## config.mk

```make
export PLATFORM = sky130hd
export DESIGN_NAME = rfp_engine
export DESIGN_NICKNAME = d
export VERILOG_FILES = /design/src/rtl/rfp_pkg.sv /design/src/rtl/rfp_line_store.sv /design/src/rtl/rfp_decide.sv /design/src/rtl/rfp_access_update.sv /design/src/rtl/rfp_engine.sv
export SDC_FILE = /design/constraint.sdc
export NUM_CORES = 1
export LEC_CHECK = 0
export BUFFER_PORTS_ARGS = -buffer_cell sky130_fd_sc_hd__clkbuf_2
export CORE_MARGIN = 2
export CORE_UTILIZATION = 50
export DETAILED_ROUTE_END_ITERATION = 7
export PLACE_DENSITY = 0.66
export SLEW_MARGIN = 15
export SYNTH_ARGS = -nofsm -noshare
export SYNTH_HDL_FRONTEND = slang
export SYNTH_SLANG_ARGS = --single-unit
```

## constraint.sdc

```tcl
create_clock -name clk -period 13.4 [get_ports clk]
set_input_delay 1.34 -clock clk [delete_from_list [all_inputs] [get_ports clk]]
set_output_delay 1.34 -clock clk [all_outputs]
set_load 0.005 [all_outputs]
```

## src/rtl/rfp_pkg.sv

```systemverilog
package rfp_pkg;

    // Counter width, sized to hold the largest idle limit (32).
    localparam int CNT_W = 6;

    typedef enum logic [1:0] {
        POL_ALL     = 2'd0,
        POL_VALID   = 2'd1,
        POL_DIRTY   = 2'd2,
        POL_IDLE_WB = 2'd3
    } pol_e;

    typedef enum logic [1:0] {
        CMD_NONE       = 2'd0,
        CMD_REFRESH    = 2'd1,
        CMD_WRITEBACK  = 2'd2,
        CMD_INVALIDATE = 2'd3
    } cmd_e;

    typedef struct packed {
        logic             valid;
        logic             dirty;
        logic [CNT_W-1:0] count;
    } line_t;

    localparam int LINE_W = $bits(line_t);

    function automatic line_t line_reset();
        line_t l;
        l.valid = 1'b0;
        l.dirty = 1'b0;
        l.count = '0;
        return l;
    endfunction

endpackage

```

## src/rtl/rfp_line_store.sv

```systemverilog
module rfp_line_store
    import rfp_pkg::*;
#(
    parameter int LINES = 16,
    localparam int IDX_W = (LINES > 1) ? $clog2(LINES) : 1
) (
    input  logic             clk,
    input  logic             rst,
    input  logic [IDX_W-1:0] rd_idx,
    output line_t            rd_line,
    input  logic             wr_en,
    input  logic [IDX_W-1:0] wr_idx,
    input  line_t            wr_line
);

    line_t lines_q [LINES];

    for (genvar g = 0; g < LINES; g++) begin : g_line
        always_ff @(posedge clk) begin
            if (rst) begin
                lines_q[g] <= line_reset();
            end else if (wr_en && (wr_idx == IDX_W'(g))) begin
                lines_q[g] <= wr_line;
            end
        end
    end

    always_comb begin
        rd_line = line_reset();
        for (int i = 0; i < LINES; i++) begin
            if (rd_idx == IDX_W'(i)) begin
                rd_line = lines_q[i];
            end
        end
    end

endmodule

```

## src/rtl/rfp_decide.sv

```systemverilog
module rfp_decide
    import rfp_pkg::*;
(
    input  line_t            cur,
    input  pol_e             pol,
    input  logic [CNT_W-1:0] lim_m,
    output cmd_e             cmd,
    output line_t            nxt
);

    always_comb begin
        cmd = CMD_NONE;
        nxt = cur;
        if (cur.valid) begin
            unique case (pol)
                POL_ALL, POL_VALID: begin
                    cmd = CMD_REFRESH;
                end
                POL_DIRTY: begin
                    if (cur.dirty) begin
                        cmd = CMD_REFRESH;
                    end else begin
                        cmd       = CMD_INVALIDATE;
                        nxt.valid = 1'b0;
                    end
                end
                POL_IDLE_WB: begin
                    if (cur.count != '0) begin
                        cmd       = CMD_REFRESH;
                        nxt.count = cur.count - 1'b1;
                    end else if (cur.dirty) begin
                        cmd       = CMD_WRITEBACK;
                        nxt.dirty = 1'b0;
                        nxt.count = lim_m;
                    end else begin
                        cmd       = CMD_INVALIDATE;
                        nxt.valid = 1'b0;
                    end
                end
                default: cmd = CMD_NONE;
            endcase
        end
    end

endmodule

```

## src/rtl/rfp_access_update.sv

```systemverilog
module rfp_access_update
    import rfp_pkg::*;
(
    input  line_t            cur,
    input  logic             is_wr,
    input  logic [CNT_W-1:0] lim_n,
    input  logic [CNT_W-1:0] lim_m,
    output line_t            nxt
);

    always_comb begin
        nxt.valid = 1'b1;
        nxt.dirty = cur.dirty | is_wr;
        nxt.count = nxt.dirty ? lim_n : lim_m;
    end

endmodule

```

## src/rtl/rfp_engine.sv

```systemverilog
module rfp_engine
    import rfp_pkg::*;
#(
    parameter int LINES = 16,
    localparam int IDX_W = (LINES > 1) ? $clog2(LINES) : 1
) (
    input  logic                      clk,
    input  logic                      rst,
    input  logic                      ref_req,
    input  logic [IDX_W-1:0]          ref_idx,
    input  logic [1:0]                policy,
    input  logic [rfp_pkg::CNT_W-1:0] idle_n,
    input  logic [rfp_pkg::CNT_W-1:0] idle_m,
    input  logic                      acc_en,
    input  logic [IDX_W-1:0]          acc_idx,
    input  logic                      acc_wr,
    output logic                      cmd_valid,
    output logic [1:0]                cmd_kind,
    output logic [IDX_W-1:0]          cmd_idx,
    output logic                      st_valid,
    output logic                      st_dirty,
    output logic [rfp_pkg::CNT_W-1:0] st_count
);

    line_t            cur_line;
    line_t            ref_next;
    line_t            acc_next;
    line_t            wr_line;
    cmd_e             dec_cmd;
    logic [IDX_W-1:0] sel_idx;
    logic             acc_take;
    logic             wr_en;

    // A refresh request has the single port; an access that collides is dropped.
    assign acc_take = acc_en & ~ref_req;
    assign sel_idx  = ref_req ? ref_idx : acc_idx;
    assign wr_en    = ref_req | acc_take;
    assign wr_line  = ref_req ? ref_next : acc_next;

    rfp_line_store #(.LINES(LINES)) u_store (
        .clk     (clk),
        .rst     (rst),
        .rd_idx  (sel_idx),
        .rd_line (cur_line),
        .wr_en   (wr_en),
        .wr_idx  (sel_idx),
        .wr_line (wr_line)
    );

    rfp_decide u_decide (
        .cur   (cur_line),
        .pol   (pol_e'(policy)),
        .lim_m (idle_m),
        .cmd   (dec_cmd),
        .nxt   (ref_next)
    );

    rfp_access_update u_access (
        .cur   (cur_line),
        .is_wr (acc_wr),
        .lim_n (idle_n),
        .lim_m (idle_m),
        .nxt   (acc_next)
    );

    always_ff @(posedge clk) begin
        if (rst) begin
            cmd_valid <= 1'b0;
            cmd_kind  <= CMD_NONE;
            cmd_idx   <= '0;
            st_valid  <= 1'b0;
            st_dirty  <= 1'b0;
            st_count  <= '0;
        end else if (ref_req) begin
            cmd_valid <= 1'b1;
            cmd_kind  <= dec_cmd;
            cmd_idx   <= ref_idx;
            st_valid  <= ref_next.valid;
            st_dirty  <= ref_next.dirty;
            st_count  <= ref_next.count;
        end else begin
            cmd_valid <= 1'b0;
            cmd_kind  <= CMD_NONE;
        end
    end

endmodule

```

==> reports/qor.csv <==
stage,metric,value,unit
min_path,Hold Crit Class,flip-flop to flip-flop,
die,Die Width,130.6,um
cells_and_area,Filler cells,1415,
worst_setup_path,FF-to-FF setup slack,8450,ps
worst_setup_path,CP most frequent cell,nor2_1,
global_routing,GRT Total Usage,34.23,%
timing,Max Slew Vio Count,0,
clock_network,CTS Buf Count,17,
worst_setup_path,Worst path max stage delay,860,ps
timing,unrepaired setup endpoints after global routing,no,
yosys,"Seq/Total Area, Yosys",51.72,%
yosys,Syn Nets,817,
timing,Slew @ Worst Pin,1232,ps
cells_and_area,synthesis-to-layout area growth,10.71,%
detailed_routing,DR iter-0 viols,1025,
clock_network,Post-CTS Resized,0,
worst_setup_path,Startpoint Class,input pin,
global_routing,global-route wire length before repair,41.48,mm
clock_network,Max Buffers Root-to-Sink,2,
die,core footprint,15770,um^2
cells_and_area,share of cells above drive strength 1,16.58,%
clock_network,Setup Buffers After CTS,0,
yosys,"Cell Area, Synth",8013,um^2
worst_setup_path,WS Path Type,input pin to flip-flop,
power_and_ir_drop,Leak,3.176,nW
detailed_routing,drt pass-1 iters,6,
clock_network,worst-skew pair later-pin latency,450,ps
yosys,"Distinct cells, synth",82,
status,status,"finished, final reports clean",
yosys,asr flop ratio synth,0,%
cells_and_area,area occupied by multi-input gates,3520,um^2
detailed_routing,DR WL/cell,28.11,um
timing,setup violators final,0,
place,Port Buffers,41,
clock_network,hold_buf cts,0,
worst_setup_path,CP bufs+invs,3,
clock_network,clock root cell,clkbuf_16,
yosys,Cells after Synth,789,
clock_network,# clock sinks,143,
worst_setup_path,crit end category,flip-flop,
clock_network,H-Tree Depth,4,
timing,total negative slack,0,ps
worst_setup_path,Crit-path slowest cell,nor3b_1,
power_and_ir_drop,Max VDD drop,93.00,uV
place,detailed placer's ending HPWL,19.29,mm
detailed_routing,Post-DRT Antenna Nets,0,
worst_setup_path,CP max FO,92,
die,Std-Cell Rows,46,
worst_setup_path,Worst EP arrival,6880,ps
clock_network,clk slew on worst S/H paths,70,ps
detailed_routing,via/cell ratio,7.092,
yosys,"EDFF count, synth",128,
clock_network,CTS tree,yes,
run,Max-Cap Viols,0,
timing,min Tclk post-route,6734,ps
detailed_routing,total number of vias,7262,
worst_setup_path,CP Cell Sequence,buf_2 > buf_4 > nor3b_1 > nor2_1 > nor2_1 > o21ai_0 > a311oi_1 > or2_2 > ha_1 > inv_1 > a221o_2 > nor4_4 > a21boi_0 > o31a_1 > nor3_1,
die,die area,17050,um^2
timing,Final Hold Fails,0,
power_and_ir_drop,PD cells,137.6,nW/um^2
yosys,#FFs+latches synth,143,
yosys,syn_area_per_cell,10.16,um^2
cells_and_area,number of antenna diodes,0,
die,Ports,42,
global_routing,initial antenna violation count,1,
yosys,"Top FF cell, synth",edfxtp_1,
global_routing,largest net degree at the start of global routing,93,
global_routing,vias in the first global route,6578,
worst_setup_path,critical path's top delay family,simple AND/OR/NAND/NOR gates,
place,global placer's final weighted congestion,0.9650,
worst_setup_path,Worst EP required,13550,ps
die,Starting Density,50.81,%
die,Die Ht,130.6,um
yosys,Synthesis Warnings,0,
cells_and_area,register area,4144,um^2
cells_and_area,Final #Nets,823,
detailed_routing,drc violations,0,
power_and_ir_drop,Total Power,1.220,mW
timing,final setup skew,12.53,ps
timing,Rel. slew slack,17.88,%
detailed_routing,final WL,28.79,mm
timing,Max Fclk,148.5,MHz
timing,Final Cycle Share,50.25,%
global_routing,GRT overflow,0,
-- placed cells by master, fill, tap and decap left out, drive strengths merged, types with 11 or more instances in the layout --
cell type	netlist	routed
edfxtp	128	128
nor2	107	107
nor3	99	99
o21ai	60	60
clkbuf	31	59
a21oi	44	44
nand2	36	36
inv	11	22
o211ai	19	19
dfxtp	15	15
o22ai	13	13
buf	34	12
nand2b	11	11
-- where the power goes --
group,switching (mW),internal [mW],total (mW)
Clock,0.221,0.271,0.491
Sequential,0.0116,0.509,0.521
Combinational,0.150,0.0582,0.208
-- metrics by stage --
stage / instance area, um^2 / setup WS (ps) / util [%] / hold slack, ps / cells
floorplan: 8013 / 7950 / - / 461.8 / 789
global placement: 8263 / 6684 / 52.40 / 453.0 / 992
detailed placement: 8263 / 6360 / 52.40 / 455.5 / 992
CTS: 8871 / 6823 / 56.25 / 465.7 / 1024
global route: 8871 / 6313 / 56.25 / 480.2 / 1024
finish: 8871 / 6666 / 56.25 / 462.9 / 1024
-- path summary, 6_finish.rpt --
| path | depth (start not counted) | from | endpoint |
|---|---|---|---|
| setup / recovery | 15 | ref_req | u_store.lines_q[0][32] |
| hold / removal | 2 | cmd_idx[1] | cmd_idx[1] |
| setup reg to reg | 13 | u_store.lines_q[1][32] | u_store.lines_q[0][32] |
| hold reg to reg | 2 | cmd_idx[1] | cmd_idx[1] |
-- cells in the mapped netlist (all sizes together), types with 10 or more instances --
cell	instances	area share (%)
nand2	36	1.7
inv	11	0.52
o21ai	60	3.8
o21bai	10	0.94
nor3	99	6.8
clkbuf	31	1.5
a21oi	44	2.8
buf	34	2.5
o22ai	13	1.0
dfxtp	15	3.7
nand2b	11	0.86
o211ai	19	1.8
a21o	10	0.94
nor2	107	5.0
edfxtp	128	48
-- state kept, by name (all words and copies together) (netlist names) --
register         cells
cmd_kind             2
u_store.lines_q    128
st_count             6
st_valid             1
cmd_valid            1
cmd_idx              4
st_dirty             1
-- layout make-up --
class | instances | area share, %
flip-flops and latches | 143 | 46.71
well taps | 216 | 3.047
repair buffers | 52 | 3.244
multi-input cells | 570 | 39.68
clock buffers | 19 | 5.360
clock inverters | 13 | 1.495
inverters | 11 | 0.4654
-- layer usage --
metal / vias up / routed length, um / GRT usage [%]
met5: - / 13 / 0
li1: 3065 / - / -
met2: 572 / 12380 / 49.79
met4: 2 / 1129 / 13.70
met1: 3538 / 11560 / 48.28
met3: 85 / 3707 / 10.18
-- tightest hold or removal path, cell delays in order, from the launching register on --
cell     delay, ps
dfxtp_1        310
nand2_1         60
a21oi_1         50
-- kinds of logic after synthesis --
logic type,count (synthesis),share of synthesized area (%)
multiplexers,11,1.499
buffers and inverters,76,4.513
adder cells (fa/ha/maj),1,0.1561
AND/OR/NAND/NOR,304,19.33
flip-flops,143,51.72
AO/OA/AOI/OAI,254,22.78
(Power assumes the default switching activity.)
